[config.mk]
export PLATFORM = sky130hd
export DESIGN_NAME = sec_cfg_regs
export DESIGN_NICKNAME = d
export VERILOG_FILES = /design/src/rtl/sec_cfg_pkg.sv /design/src/rtl/sec_cfg_dec.sv /design/src/rtl/sec_cfg_lut.sv /design/src/rtl/sec_cfg_irq.sv /design/src/rtl/sec_cfg_regs.sv
export SDC_FILE = /design/constraint.sdc
export NUM_CORES = 1
export LEC_CHECK = 0
export ABC_CLOCK_PERIOD_IN_PS = 2900
export BUFFER_PORTS_ARGS = -buffer_cell sky130_fd_sc_hd__buf_2
export CAP_MARGIN = 40
export CORE_MARGIN = 2
export CORE_UTILIZATION = 45
export CTS_CLUSTER_SIZE = 14
export DETAILED_ROUTE_END_ITERATION = 6
export GPL_ROUTABILITY_DRIVEN = 0
export GPL_TIMING_DRIVEN = 0
export PLACE_DENSITY = 0.74
export SYNTH_ARGS = -nofsm -noshare
export SYNTH_HDL_FRONTEND = slang
export SYNTH_SLANG_ARGS = --single-unit
[constraint.sdc]
create_clock -name clk_i -period 2.9 [get_ports clk_i]
set_clock_uncertainty 0.1 [all_clocks]
set_input_delay 0.145 -clock clk_i [delete_from_list [all_inputs] [get_ports clk_i]]
set_output_delay 0.145 -clock clk_i [all_outputs]
set_load 0.1 [all_outputs]
[src/rtl/sec_cfg_pkg.sv]
package sec_cfg_pkg;

  localparam logic [11:0] OFS_CTRL   = 12'h000;
  localparam logic [11:0] OFS_MAXIDX = 12'h010;
  localparam logic [11:0] OFS_BLKCFG = 12'h014;
  localparam logic [11:0] OFS_IDX    = 12'h018;
  localparam logic [11:0] OFS_WIN    = 12'h01C;
  localparam logic [11:0] OFS_STAT   = 12'h020;
  localparam logic [11:0] OFS_CLR    = 12'h024;
  localparam logic [11:0] OFS_EN     = 12'h028;
  localparam logic [11:0] OFS_INFO1  = 12'h02C;
  localparam logic [11:0] OFS_INFO2  = 12'h030;
  localparam logic [11:0] OFS_SET    = 12'h034;
  localparam logic [11:0] OFS_IDBASE = 12'hFD0;

  localparam int CTRL_RESP_BIT = 4;
  localparam int CTRL_AINC_BIT = 8;
  localparam int CTRL_LOCK_BIT = 31;
  localparam logic [31:0] CTRL_MASK = 32'h8000_0110;
  localparam logic [31:0] CTRL_RST  = 32'h0000_0100;

  typedef enum logic [3:0] {
    SEL_NONE,
    SEL_CTRL,
    SEL_MAXIDX,
    SEL_BLKCFG,
    SEL_IDX,
    SEL_WIN,
    SEL_STAT,
    SEL_CLR,
    SEL_EN,
    SEL_INFO1,
    SEL_INFO2,
    SEL_SET
  } reg_sel_e;

  // replace enabled byte lanes of cur with nxt
  function automatic logic [31:0] lane_merge(input logic [31:0] cur,
                                             input logic [31:0] nxt,
                                             input logic [3:0]  be);
    logic [31:0] r;
    for (int b = 0; b < 4; b++) begin
      r[b*8 +: 8] = be[b] ? nxt[b*8 +: 8] : cur[b*8 +: 8];
    end
    return r;
  endfunction

  function automatic logic [31:0] lane_mask(input logic [3:0] be);
    logic [31:0] r;
    for (int b = 0; b < 4; b++) begin
      r[b*8 +: 8] = {8{be[b]}};
    end
    return r;
  endfunction

endpackage

[src/rtl/sec_cfg_dec.sv]
module sec_cfg_dec
  import sec_cfg_pkg::*;
#(
  parameter int ADDR_W = 12
) (
  input  logic              req_i,
  input  logic              we_i,
  input  logic [ADDR_W-1:0] addr_i,
  input  logic [3:0]        be_i,
  input  logic              secure_i,
  output reg_sel_e          sel_o,
  output logic              rd_o,
  output logic              wr_o,
  output logic              full_o
);

  logic [ADDR_W-1:0] word_addr;
  logic              allowed;

  assign word_addr = addr_i & ~ADDR_W'(3);
  // non-secure requests only reach the identification range
  assign allowed   = secure_i || (word_addr >= ADDR_W'(OFS_IDBASE));
  assign rd_o      = req_i && !we_i;
  assign wr_o      = req_i && we_i && allowed;
  assign full_o    = &be_i;

  always_comb begin
    sel_o = SEL_NONE;
    if (allowed) begin
      case (word_addr)
        ADDR_W'(OFS_CTRL):   sel_o = SEL_CTRL;
        ADDR_W'(OFS_MAXIDX): sel_o = SEL_MAXIDX;
        ADDR_W'(OFS_BLKCFG): sel_o = SEL_BLKCFG;
        ADDR_W'(OFS_IDX):    sel_o = SEL_IDX;
        ADDR_W'(OFS_WIN):    sel_o = SEL_WIN;
        ADDR_W'(OFS_STAT):   sel_o = SEL_STAT;
        ADDR_W'(OFS_CLR):    sel_o = SEL_CLR;
        ADDR_W'(OFS_EN):     sel_o = SEL_EN;
        ADDR_W'(OFS_INFO1):  sel_o = SEL_INFO1;
        ADDR_W'(OFS_INFO2):  sel_o = SEL_INFO2;
        ADDR_W'(OFS_SET):    sel_o = SEL_SET;
        default:             sel_o = SEL_NONE;
      endcase
    end
  end

endmodule

[src/rtl/sec_cfg_lut.sv]
module sec_cfg_lut
  import sec_cfg_pkg::*;
#(
  parameter int LUT_WORDS = 4,
  parameter int IDX_W     = 2
) (
  input  logic                    clk_i,
  input  logic                    rst_ni,
  input  logic                    win_wr_i,
  input  logic                    win_rd_i,
  input  logic                    idx_wr_i,
  input  logic                    full_i,
  input  logic                    autoinc_i,
  input  logic                    locked_i,
  input  logic [31:0]             wdata_i,
  input  logic [3:0]              be_i,
  output logic [IDX_W-1:0]        idx_o,
  output logic [31:0]             cur_word_o,
  output logic [LUT_WORDS*32-1:0] lut_o
);

  logic [IDX_W-1:0] idx_q;
  logic [IDX_W-1:0] idx_inc;
  logic [IDX_W-1:0] idx_wr_val;
  logic [31:0]      idx_merged;
  logic [31:0]      word_q [LUT_WORDS];
  logic             win_wr_ok;
  logic             advance;

  assign win_wr_ok  = win_wr_i && !locked_i;
  assign advance    = full_i && autoinc_i && (win_wr_ok || win_rd_i);
  assign idx_inc    = (32'(idx_q) == LUT_WORDS - 1) ? '0 : idx_q + IDX_W'(1);
  assign idx_merged = lane_merge(32'(idx_q), wdata_i, be_i);
  assign idx_wr_val = IDX_W'(idx_merged % 32'(LUT_WORDS));

  always_ff @(posedge clk_i or negedge rst_ni) begin
    if (!rst_ni) begin
      idx_q <= '0;
    end else if (idx_wr_i) begin
      idx_q <= idx_wr_val;
    end else if (advance) begin
      idx_q <= idx_inc;
    end
  end

  for (genvar k = 0; k < LUT_WORDS; k++) begin : g_word
    always_ff @(posedge clk_i or negedge rst_ni) begin
      if (!rst_ni) begin
        word_q[k] <= '0;
      end else if (win_wr_ok && (32'(idx_q) == k)) begin
        word_q[k] <= lane_merge(word_q[k], wdata_i, be_i);
      end
    end
    assign lut_o[k*32 +: 32] = word_q[k];
  end

  assign cur_word_o = word_q[idx_q];
  assign idx_o      = idx_q;

endmodule

[src/rtl/sec_cfg_irq.sv]
module sec_cfg_irq #(
  parameter int MASTER_W = 16
) (
  input  logic                clk_i,
  input  logic                rst_ni,
  input  logic                set_i,
  input  logic                clr_i,
  input  logic                en_wr_i,
  input  logic                en_val_i,
  input  logic                flt_valid_i,
  input  logic [31:0]         flt_addr_i,
  input  logic [MASTER_W-1:0] flt_master_i,
  input  logic                flt_nonsec_i,
  input  logic                flt_cfg_ns_i,
  output logic                stat_o,
  output logic                en_o,
  output logic [31:0]         info1_o,
  output logic [31:0]         info2_o,
  output logic                irq_o
);

  logic        stat_q;
  logic        en_q;
  logic [31:0] info1_q;
  logic [31:0] info2_q;
  logic        capture;

  // only the first fault after a clear is recorded
  assign capture = flt_valid_i && !stat_q;

  always_ff @(posedge clk_i or negedge rst_ni) begin
    if (!rst_ni) begin
      stat_q  <= 1'b0;
      en_q    <= 1'b1;
      info1_q <= '0;
      info2_q <= '0;
    end else begin
      if (capture) begin
        info1_q <= flt_addr_i;
        info2_q <= {14'd0, flt_cfg_ns_i, flt_nonsec_i, 16'(flt_master_i)};
      end
      if (capture || set_i) begin
        stat_q <= 1'b1;
      end else if (clr_i) begin
        stat_q <= 1'b0;
      end
      if (en_wr_i) begin
        en_q <= en_val_i;
      end
    end
  end

  assign stat_o  = stat_q;
  assign en_o    = en_q;
  assign info1_o = info1_q;
  assign info2_o = info2_q;
  assign irq_o   = stat_q && en_q;

endmodule

[src/rtl/sec_cfg_regs.sv]
module sec_cfg_regs
  import sec_cfg_pkg::*;
#(
  parameter int BLK_BYTES = 4096,
  parameter int LUT_WORDS = 4,
  parameter int ADDR_W    = 12,
  parameter int MASTER_W  = 16
) (
  input  logic                    clk_i,
  input  logic                    rst_ni,
  input  logic                    req_i,
  input  logic                    we_i,
  input  logic [ADDR_W-1:0]       addr_i,
  input  logic [31:0]             wdata_i,
  input  logic [3:0]              be_i,
  input  logic                    secure_i,
  output logic [31:0]             rdata_o,
  output logic                    rvalid_o,
  input  logic                    flt_valid_i,
  input  logic [31:0]             flt_addr_i,
  input  logic [MASTER_W-1:0]     flt_master_i,
  input  logic                    flt_nonsec_i,
  input  logic                    flt_cfg_ns_i,
  output logic [LUT_WORDS*32-1:0] lut_o,
  output logic                    sec_resp_o,
  output logic                    autoinc_o,
  output logic                    lockdown_o,
  output logic                    irq_o
);

  localparam int IDX_W      = (LUT_WORDS > 1) ? $clog2(LUT_WORDS) : 1;
  localparam int BLKCFG_VAL = $clog2(BLK_BYTES) - 5;

  reg_sel_e         sel;
  logic             acc_rd;
  logic             acc_wr;
  logic             acc_full;
  logic [31:0]      ctrl_q;
  logic [IDX_W-1:0] blk_idx;
  logic [31:0]      cur_word;
  logic             stat;
  logic             int_en;
  logic [31:0]      info1;
  logic [31:0]      info2;
  logic             set_hit;
  logic             clr_hit;
  logic             en_wr;
  logic [31:0]      rd_mux;

  sec_cfg_dec #(.ADDR_W(ADDR_W)) dec_i (
    .req_i    (req_i),
    .we_i     (we_i),
    .addr_i   (addr_i),
    .be_i     (be_i),
    .secure_i (secure_i),
    .sel_o    (sel),
    .rd_o     (acc_rd),
    .wr_o     (acc_wr),
    .full_o   (acc_full)
  );

  always_ff @(posedge clk_i or negedge rst_ni) begin
    if (!rst_ni) begin
      ctrl_q <= CTRL_RST;
    end else if (acc_wr && sel == SEL_CTRL && !lockdown_o) begin
      ctrl_q <= lane_merge(ctrl_q, wdata_i, be_i) & CTRL_MASK;
    end
  end

  assign sec_resp_o = ctrl_q[CTRL_RESP_BIT];
  assign autoinc_o  = ctrl_q[CTRL_AINC_BIT];
  assign lockdown_o = ctrl_q[CTRL_LOCK_BIT];

  sec_cfg_lut #(.LUT_WORDS(LUT_WORDS), .IDX_W(IDX_W)) lut_i (
    .clk_i      (clk_i),
    .rst_ni     (rst_ni),
    .win_wr_i   (acc_wr && sel == SEL_WIN),
    .win_rd_i   (acc_rd && sel == SEL_WIN),
    .idx_wr_i   (acc_wr && sel == SEL_IDX),
    .full_i     (acc_full),
    .autoinc_i  (autoinc_o),
    .locked_i   (lockdown_o),
    .wdata_i    (wdata_i),
    .be_i       (be_i),
    .idx_o      (blk_idx),
    .cur_word_o (cur_word),
    .lut_o      (lut_o)
  );

  assign set_hit = acc_wr && sel == SEL_SET && be_i[0] && wdata_i[0];
  assign clr_hit = acc_wr && sel == SEL_CLR && be_i[0] && wdata_i[0];
  assign en_wr   = acc_wr && sel == SEL_EN && !lockdown_o;

  sec_cfg_irq #(.MASTER_W(MASTER_W)) irq_i (
    .clk_i        (clk_i),
    .rst_ni       (rst_ni),
    .set_i        (set_hit),
    .clr_i        (clr_hit),
    .en_wr_i      (en_wr),
    .en_val_i     (be_i[0] && wdata_i[0]),
    .flt_valid_i  (flt_valid_i),
    .flt_addr_i   (flt_addr_i),
    .flt_master_i (flt_master_i),
    .flt_nonsec_i (flt_nonsec_i),
    .flt_cfg_ns_i (flt_cfg_ns_i),
    .stat_o       (stat),
    .en_o         (int_en),
    .info1_o      (info1),
    .info2_o      (info2),
    .irq_o        (irq_o)
  );

  always_comb begin
    case (sel)
      SEL_CTRL:   rd_mux = ctrl_q;
      SEL_MAXIDX: rd_mux = 32'(LUT_WORDS - 1);
      SEL_BLKCFG: rd_mux = 32'(BLKCFG_VAL);
      SEL_IDX:    rd_mux = 32'(blk_idx);
      SEL_WIN:    rd_mux = cur_word;
      SEL_STAT:   rd_mux = {31'd0, stat};
      SEL_EN:     rd_mux = {31'd0, int_en};
      SEL_INFO1:  rd_mux = info1;
      SEL_INFO2:  rd_mux = info2;
      default:    rd_mux = '0;
    endcase
  end

  always_ff @(posedge clk_i or negedge rst_ni) begin
    if (!rst_ni) begin
      rdata_o  <= '0;
      rvalid_o <= 1'b0;
    end else begin
      rvalid_o <= acc_rd;
      if (acc_rd) begin
        rdata_o <= rd_mux & lane_mask(be_i);
      end
    end
  end

endmodule

==> results of run 1 <==
-- worst register-to-register path, stage by stage, from the launching register on --
cell	delay, ns
dfrtp_1	0.38
clkbuf_1	0.50
clkbuf_1	0.29
buf_6	0.21
inv_1	0.09
ha_1	0.34
nand4_4	0.26
mux2_2	0.38
-- metal layers --
metal | vias up | global-route usage (%)
li1 | 3329 | -
met1 | 3746 | 34.0
met2 | 286 | 41.1
met3 | 53 | 4.59
met4 | 0 | 8.01
met5 | - | 0
-- area by class of cell --
class                   count  area [um^2]  share of cell area [%]
diodes                      6         15.0                   0.113
plain buffers              35          150                    1.13
clock buffers              35          662                    5.00
clock inverters             7         73.8                   0.558
inverters                   7         26.3                   0.199
multi-input cells         414         4220                    31.8
flip-flops and latches    218         5460                    41.2
well taps                 280          350                    2.65
repair buffers            355         2280                    17.3
-- what timing repair did --
action | CTS | global route
setup endpoints to repair | 8 | 0
endpoints found under the hold margin | 281 | 0
hold buffers | 86 | 0
resized for setup | 0 | 0
-- report_power, final --
part	switching [W]	internal, W
sequential	0.000156	0.00333
clock	0.00121	0.00167
combinational	0.000282	0.000377
total	0.00165	0.00538
-- worst paths after layout --
check	from	endpoint
setup / recovery	lut_i.idx_o[1]	lut_i.lut_o[12]
hold / removal	be_i[3]	ctrl_q[31]
setup reg to reg	lut_i.idx_o[1]	lut_i.lut_o[12]
hold reg to reg	rdata_o[31]	rdata_o[31]
max in group asynchronous	rst_ni	lut_i.lut_o[53]
min in group asynchronous	rst_ni	lut_i.lut_o[5]
-- sequential cells by signal, summed over array words and instances (netlist names), 2 cells and up --
signal	cells
rdata_o	32
lut_i.idx_o	2
irq_i.info2_o	18
lut_i.lut_o	128
irq_i.info1_o	32
ctrl_q	3
-- cell usage in the layout, fill, tap and decap left out, types with 3 or more instances in the layout --
master / n
buf_2: 267
dfrtp_1: 216
mux2_2: 179
dlygate4sd3_1: 86
nand2_1: 41
mux4_2: 32
clkbuf_1: 29
o21ai_0: 28
clkbuf_16: 24
a21oi_1: 16
a22oi_1: 15
nand4_4: 14
a22o_1: 10
inv_1: 7
nor3_1: 7
buf_1: 7
nand3_1: 7
diode_2: 6
nor2_1: 6
o21ai_1: 5
nand4_1: 4
mux2_1: 4
a222oi_1: 4
ha_1: 4
clkinv_2: 4
buf_8: 4
buf_6: 3
or3_1: 3
mux2i_1: 3
a221oi_1: 3
a32oi_1: 3
-- stage by stage --
| step | cell area [um^2] | util [%] | worst slack, ns |
|---|---|---|---|
| global placement | 11500 | 53.1 | -2.20 |
| CTS | 13200 | 61.0 | 0.166 |
| detailed placement | 11600 | 53.6 | 0.00348 |
| finish | 13200 | 61.0 | 0.209 |
| global route | 13200 | 61.0 | 0.0248 |
| floorplan | 9850 | - | 0.616 |
-- kinds of logic after synthesis --
group | synth area share (%)
multiplexers | 28.5
flip-flops | 55.4
AND/OR/NAND/NOR | 7.80
AO/OA/AOI/OAI | 5.94
buffers and inverters | 1.83
adder cells (fa/ha/maj) | 0.508
==> results.yml, run 1 <==
critical_path:
  reg2reg_slack_ns: 0.21
  slowest_stage: "clkbuf_1"
  slowest_delay_ns: 0.50
  path_common_cell: "clkbuf_1"
  cp.required_ns: 3.19
  reg2regPathDepth: 7
  cp_num_buf_inv: 4
  worstPathArrival_ns: 2.98
  start_kind: "flop"
  crit_family: "buffers and inverters"
  path_depth: 7
  crit_fanout: 9
  path_cells: "clkbuf_1, clkbuf_1, buf_6, inv_1, ha_1, nand4_4, mux2_2"
  crit_type: "reg -> reg"
  crit_path_end_kind: "flop"
finish:
  nNetsFinal: 1163
  drive_above_1_share_pct: 50.7
  nFillCells: 1693
  final_cells: 1357
  synthToLayoutAreaGrowth_pct: 34.3
power:
  power-per-cell-area_mw_per_mm2: 531
  power.total_w: 0.00703
  vdd_drop_max_mv: 0.476
  leakage_nw: 6.69
drt:
  drtIter0Drc: 490
  wl_per_cell_um: 21.4
  first_pass_iters: 5
  drc: 0
  dr_wl_met3_mm: 1.72
  wl_met2_mm: 14.1
  num_vias: 7414
  viasPerCell: 5.46
  wl_mm: 29.1
  wl_met1_mm: 12.3
  top_layer: "met4"
  postRouteAntennaNets: 0
logic_synthesis:
  yosysMostFrequentCell: "dfrtp_1"
  synth.top_cell.area_share_pct: 54.9
  yosysUniqueCellTypes: 47
  synth_cells: 675
  syn_area_mm2: 0.00985
  syn_avg_cell_area_um2: 14.6
  synth_edf_count: 0
  synth_area_leaders: "dfrtp_1 55%, mux2_2 20%, mux4_2 7.3%"
  yosys.area.top_type: "dfrtp_1"
  ys_seq_elements: 218
  synthTopCellsByCount: "216 x dfrtp_1, 179 x mux2_2, 41 x nand2_1"
  ys_async_sr_fraction_pct: 100
  synth_ff_type: "dfrtp_1"
  synth.net_count: 783
  yosysWarnings: 0
  ys_seq_area_share_pct: 55.4
timing:
  slew_viol_final: 0
  fmax_mhz: 372
  whs_ns: 0.0540
  period_needed_ns: 2.69
  final-hold-violation-count: 0
  setup_violations: 0
  max_slew.worst_pin.slew_ns: 0.828
  rsz0062_at_grt: "false"
  tns_ns: 0
  relSlewSlack_pct: 44.8
  timing.final.crit_share_pct: 92.8
clocking:
  htreeDepth: 1
  ctsRootBufferMaster: "clkbuf_16"
  cts_buffers: 24
  cts_tree: "built"
  cts_setup_buffers: 0
  clk_pin_slew_ns: 0.06
  clkSinkCount: 218
  clock_path_buffers: 3
  clkLatencyLatePin_ns: 0.53
place:
  portBuffers: 261
  place_inst: 1224
  detailed_place_hpwl_mm: 20.2
grt:
  overflow: 0
  grt_pass1_wl_mm: 45.2
  grt_max_degree: 123
  grt_pass1_vias: 7749
  grt_use_total_pct: 25.0
  grt_antenna_before_repair: 6
flow_run:
  drv_cap: 0
floorplanning:
  initial_core_util_pct: 45.4
  pin_count: 269
  core_mm2: 0.0217
  placementRows: 54
  die_w_um: 152
  dieArea_mm2: 0.0231
  die_h_um: 152
hold_path:
  hold_class: "in -> reg"
  hold_depth: 2
run_status:
  outcome: "finished clean"
(Power assumes the default switching activity.)
==> run 2, diff against run 1 <==
--- a/config.mk
+++ b/config.mk
@@ -15,6 +15,7 @@
 export GPL_ROUTABILITY_DRIVEN = 0
 export GPL_TIMING_DRIVEN = 0
 export PLACE_DENSITY = 0.74
+export RECOVER_POWER = 50
 export SYNTH_ARGS = -nofsm -noshare
 export SYNTH_HDL_FRONTEND = slang
 export SYNTH_SLANG_ARGS = --single-unit
==> run 2 against run 1 <==
The flow now finishes with violations (max-capacitance violations, max-slew violations). Power decreased by 0.13%. Combinational power decreased by 0.6%. Flip-flop and latch count unchanged. Core utilization decreased by 0.67 points. Sequential power about the same. Critical path type unchanged. Hold slack improved by 0.011 ns. Cell count about the same.
==> results.yml, run 2 (synthesis results as in run 1) <==
floorplanning:
  initial_core_util_pct: 45.4
  dieArea_mm2: 0.0231
  core_mm2: 0.0217
  pin_count: 269
  die_h_um: 152
  placementRows: 54
  die_w_um: 152
finish:
  design_area_mm2: 0.0131
  final_cell_mix: "216 x dfrtp_1, 179 x mux2_2, 164 x buf_2"
  final_common_cell: "dfrtp_1"
  nNetsFinal: 1163
  fin_util_pct: 60.4
  largest_reg_flops: 128
  nFillCells: 1759
  drive_above_1_share_pct: 41.0
  synthToLayoutAreaGrowth_pct: 32.9
place:
  dpl_worst_slack_ns: 0.00348
  post_dp_cell_area_mm2: 0.0116
  portBuffers: 261
  detailed_place_hpwl_mm: 20.2
hold_path:
  hold_class: "in -> reg"
  holdCritStartpoint: "addr_i[8]"
  hold_depth: 6
  hold_path_end: "rdata_o[2]"
timing:
  setup_violations: 0
  rsz0062_at_grt: "false"
  tns_ns: 0
  worst_slack_ns: 0.180
  period_needed_ns: 2.72
  timing.final.crit_share_pct: 93.8
  max_slew.worst_pin.slew_ns: 2.18
  slew_viol_final: 97
  relSlewSlack_pct: -45.4
  fmax_mhz: 368
  final-hold-violation-count: 0
clocking:
  cts-resized-gates: 0
  cts_tree: "built"
  clk_pin_slew_ns: 0.06
  clkSinkCount: 218
  cts_buffers: 24
  htreeDepth: 1
  clock_path_buffers: 3
  ctsRootBufferMaster: "clkbuf_16"
  clkLatencyLatePin_ns: 0.52
flow_run:
  drv_cap: 1
power:
  power-per-cell-area_mw_per_mm2: 536
  leakage_nw: 6.22
  vdd_drop_max_mv: 0.476
  power.total_w: 0.00702
drt:
  wl_mm: 29.2
  wl_per_cell_um: 21.5
  first_pass_iters: 5
  drc: 0
  num_vias: 7436
  postRouteAntennaNets: 0
  viasPerCell: 5.48
  drtIter0Drc: 479
critical_path:
  crit_type: "reg -> reg"
  crit_fanout: 9
  r2r-start: "lut_i.idx_o[1]"
  reg2reg_to: "lut_i.lut_o[12]"
  reg2reg_slack_ns: 0.18
  reg2regPathDepth: 7
  cp.required_ns: 3.19
  worstPathArrival_ns: 3.01
  start_kind: "flop"
  crit_path_end_kind: "flop"
grt:
  grt_pass1_vias: 7749
  grt_antenna_before_repair: 6
  grt_pass1_wl_mm: 45.2
  grt_max_degree: 123
  overflow: 0
  grt_use_total_pct: 25.0
run_status:
  violations: "max-capacitance violations, max-slew violations"
  outcome: "complete, but fails checks"
-- run 2: worst max-delay path by stage --
stage | start | endpoint | cells past startpoint
global route | lut_i.idx_o[0] | rdata_o[16] | 6
CTS | lut_i.idx_o[1] | lut_i.lut_o[15] | 7
floorplan | lut_i.idx_o[0] | rdata_o[0] | 5
finish | lut_i.idx_o[1] | lut_i.lut_o[12] | 7
detailed placement | lut_i.idx_o[0] | lut_i.lut_o[86] | 6
global placement | rst_ni | lut_i.lut_o[53] | 1
-- run 2: metrics by stage --
stage / std cells / hold slack [ns]
6_report: 1358 / 0.0649
5_1_grt: 1356 / 0.0807
4_1_cts: 1351 / 0.0308
3_3_place_gp: 1216 / 0.277
2_1_floorplan: 675 / -0.251
3_5_place_dp: 1224 / 0.111
-- run 2: report_power, final --
part           internal, W  switching, W  leakage, nW  total [W]
Clock              0.00167       0.00121        0.358    0.00288
Combinational     0.000375      0.000281         2.95   0.000655
Sequential         0.00333      0.000156         2.92    0.00349
-- run 2: final cells by class --
| cell class | count | area, um^2 | area share, % |
|---|---|---|---|
| multi-input cells | 414 | 4220 | 32.2 |
| clock inverters | 7 | 73.8 | 0.564 |
| repair buffers | 355 | 2140 | 16.3 |
| clock buffers | 35 | 662 | 5.06 |
| diodes | 7 | 17.5 | 0.134 |
| flip-flops and latches | 218 | 5460 | 41.7 |
| plain buffers | 35 | 150 | 1.15 |
| well taps | 280 | 350 | 2.68 |
| inverters | 7 | 26.3 | 0.201 |
-- run 2: critical path: stages (launching register included) --
cell and delay, ns:
dfrtp_1 0.38, clkbuf_1 0.51, clkbuf_1 0.30, buf_6 0.22, inv_1 0.09, ha_1 0.34, nand4_4 0.26, mux2_2 0.38
-- run 2: repair_timing --
action,in CTS,in global routing
endpoints found under the setup margin,8,0
endpoints found under the hold margin,281,0
hold buffers,86,0
buffers inserted,0,0
-- run 2: metal layers --
| metal | vias up | wire [um] | GRT usage (%) |
|---|---|---|---|
| met2 | 285 | 14200 | 41.1 |
| met5 | - | 0 | 0 |
| met4 | 0 | 918 | 8.01 |
| li1 | 3338 | - | - |
| met3 | 51 | 1790 | 4.59 |
| met1 | 3762 | 12300 | 34.0 |
==> run 3, diff against run 2 <==
==> constraint.sdc (replaced) <==
create_clock -name clk_i -period 2.9 [get_ports clk_i]
set_clock_uncertainty 0.1 [all_clocks]
set_input_delay 0.58 -clock clk_i [delete_from_list [all_inputs] [get_ports clk_i]]
set_output_delay 0.58 -clock clk_i [all_outputs]
set_load 0.1 [all_outputs]
==> run 3 against run 2 <==
The run now ends clean. Setup slack better by 0.036 ns. Power down 1.3%. Largest power group unchanged. Flip-flop and latch count unchanged. Core utilization down 3.9 points. Via count down 4.7%. Die area unchanged. Clock power about the same. Combinational power down 14%.
==> results.yml, run 3 (synthesis results as in run 1) <==
grt:
  grt_pass1_vias: 7194
  grt_pass1_wl_mm: 43.3
  grt_antenna_before_repair: 4
  grt_max_degree: 123
  grt_use_total_pct: 24.1
  overflow: 0
floorplanning:
  die_w_um: 152
  dieArea_mm2: 0.0231
  pin_count: 269
  core_mm2: 0.0217
  die_h_um: 152
  placementRows: 54
  initial_core_util_pct: 45.4
clocking:
  clk_pin_slew_ns: 0.06
  cts_setup_buffers: 0
  clkLatencyLatePin_ns: 0.53
  htreeDepth: 1
  cts_buffers: 24
  ctsRootBufferMaster: "clkbuf_16"
  clkSinkCount: 218
  cts_tree: "built"
  clock_path_buffers: 3
finish:
  nNetsFinal: 1078
  final_cells: 1270
  final_cell_mix: "216 x dfrtp_1, 179 x mux2_2, 159 x buf_2"
  nFillCells: 1866
  largest_reg_flops: 128
  synthToLayoutAreaGrowth_pct: 24.2
  final_common_cell: "dfrtp_1"
  drive_above_1_share_pct: 44.2
critical_path:
  crit_fanout: 9
  reg2reg_slack_ns: 0.22
  start_kind: "flop"
  reg2regPathDepth: 7
  crit_type: "reg -> reg"
  worstPathArrival_ns: 2.98
  reg2reg_to: "lut_i.lut_o[12]"
  r2r-start: "lut_i.idx_o[1]"
  crit_path_end_kind: "flop"
  cp.required_ns: 3.19
power:
  vdd_drop_max_mv: 0.475
  internal_power_w: 0.00530
  power-per-cell-area_mw_per_mm2: 567
  pwr-share-seq_pct: 50.3
  p_sw_w: 0.00163
  combPwrFrac_pct: 8.1
  leakage_nw: 5.86
  sw_frac_of_total_pct: 23.5
  p_clk_share_pct: 41.6
run_status:
  outcome: "finished clean"
drt:
  num_vias: 7090
  wl_met1_mm: 11.9
  wl_per_cell_um: 22.2
  first_pass_iters: 7
  wl_met2_mm: 13.8
  postRouteAntennaNets: 0
  drc: 0
  dr_wl_met3_mm: 1.88
  wl_mm: 28.2
  viasPerCell: 5.58
  top_layer: "met4"
  drtIter0Drc: 455
place:
  place_inst: 1224
  detailed_place_hpwl_mm: 20.2
  portBuffers: 261
hold_path:
  hold_path_end: "irq_i.info1_o[19]"
  holdCritStartpoint: "flt_addr_i[19]"
  hold_class: "in -> reg"
  hold_depth: 2
timing:
  slew_viol_final: 0
  period_needed_ns: 2.68
  tns_ns: 0
  max_slew.worst_pin.slew_ns: 1.36
  rsz0062_at_grt: "false"
  final-hold-violation-count: 0
  relSlewSlack_pct: 9.49
  whs_ns: 0.186
  setup_violations: 0
  fmax_mhz: 373
  timing.final.crit_share_pct: 92.6
flow_run:
  drv_cap: 0
run 3: cell type report:
cell class                 instances  area (um^2)  area share, %
antenna                            4         10.0         0.0818
buffer                            35          150           1.23
clock buffer                      35          662           5.41
clock inverter                     7         73.8          0.603
inverter                           7         26.3          0.215
multi-input combinational        414         4220           34.4
sequential                       218         5460           44.6
tap                              280          350           2.86
timing repair buffer             270         1290           10.6
run 3: power by group through the flow:
stage               clock network, W  logic (W)  registers, W
floorplan                          0   0.000344       0.00350
global placement                   0   0.000541       0.00353
detailed placement                 0   0.000569       0.00354
CTS                          0.00294   0.000573       0.00349
global route                 0.00306   0.000624       0.00352
finish                       0.00288   0.000563       0.00349
run 3: worst max-delay path, stage by stage, from the launching register on:
cell	delay, ns
dfrtp_1	0.38
clkbuf_1	0.49
clkbuf_1	0.29
buf_6	0.21
inv_1	0.09
ha_1	0.34
nand4_4	0.26
mux2_2	0.38
run 3: repair_timing:
action,CTS,global route
hold buffers,1,0
hold endpoints to repair,4,0
resized for setup,0,2
setup endpoints to repair,8,1
gates cloned,0,0
run 3: layer usage:
layer / track usage (%) / up-vias
met5: 0 / -
met4: 5.87 / 0
met3: 5.36 / 37
met2: 39.5 / 260
met1: 32.9 / 3638
li1: - / 3155
run 3: stage by stage:
| stage | worst slack (ns) | cell area (um^2) | utilization, % | power [W] |
|---|---|---|---|---|
| 3_3_place_gp | -2.63 | 11500 | 53.1 | 0.00407 |
| 3_5_place_dp | -0.288 | 11600 | 53.6 | 0.00411 |
| 5_1_grt | 0.0196 | 12200 | 56.4 | 0.00721 |
| 2_1_floorplan | 0.405 | 9850 | - | 0.00384 |
| 4_1_cts | 0.166 | 12400 | 57.0 | 0.00699 |
| 6_report | 0.216 | 12200 | 56.4 | 0.00693 |
run 3: worst max-delay path by stage:
stage | start | end | slack (ns) | cells after the start
5_1_grt | lut_i.idx_o[0] | rdata_o[16] | 0.02 | 6
3_5_place_dp | addr_i[11] | rdata_o[15] | -0.29 | 8
2_1_floorplan | addr_i[3] | lut_i.idx_o[0] | 0.41 | 6
4_1_cts | lut_i.idx_o[1] | lut_i.lut_o[15] | 0.17 | 7
6_report | lut_i.idx_o[1] | lut_i.lut_o[12] | 0.22 | 7
3_3_place_gp | rst_ni | lut_i.lut_o[53] | -2.63 | 1
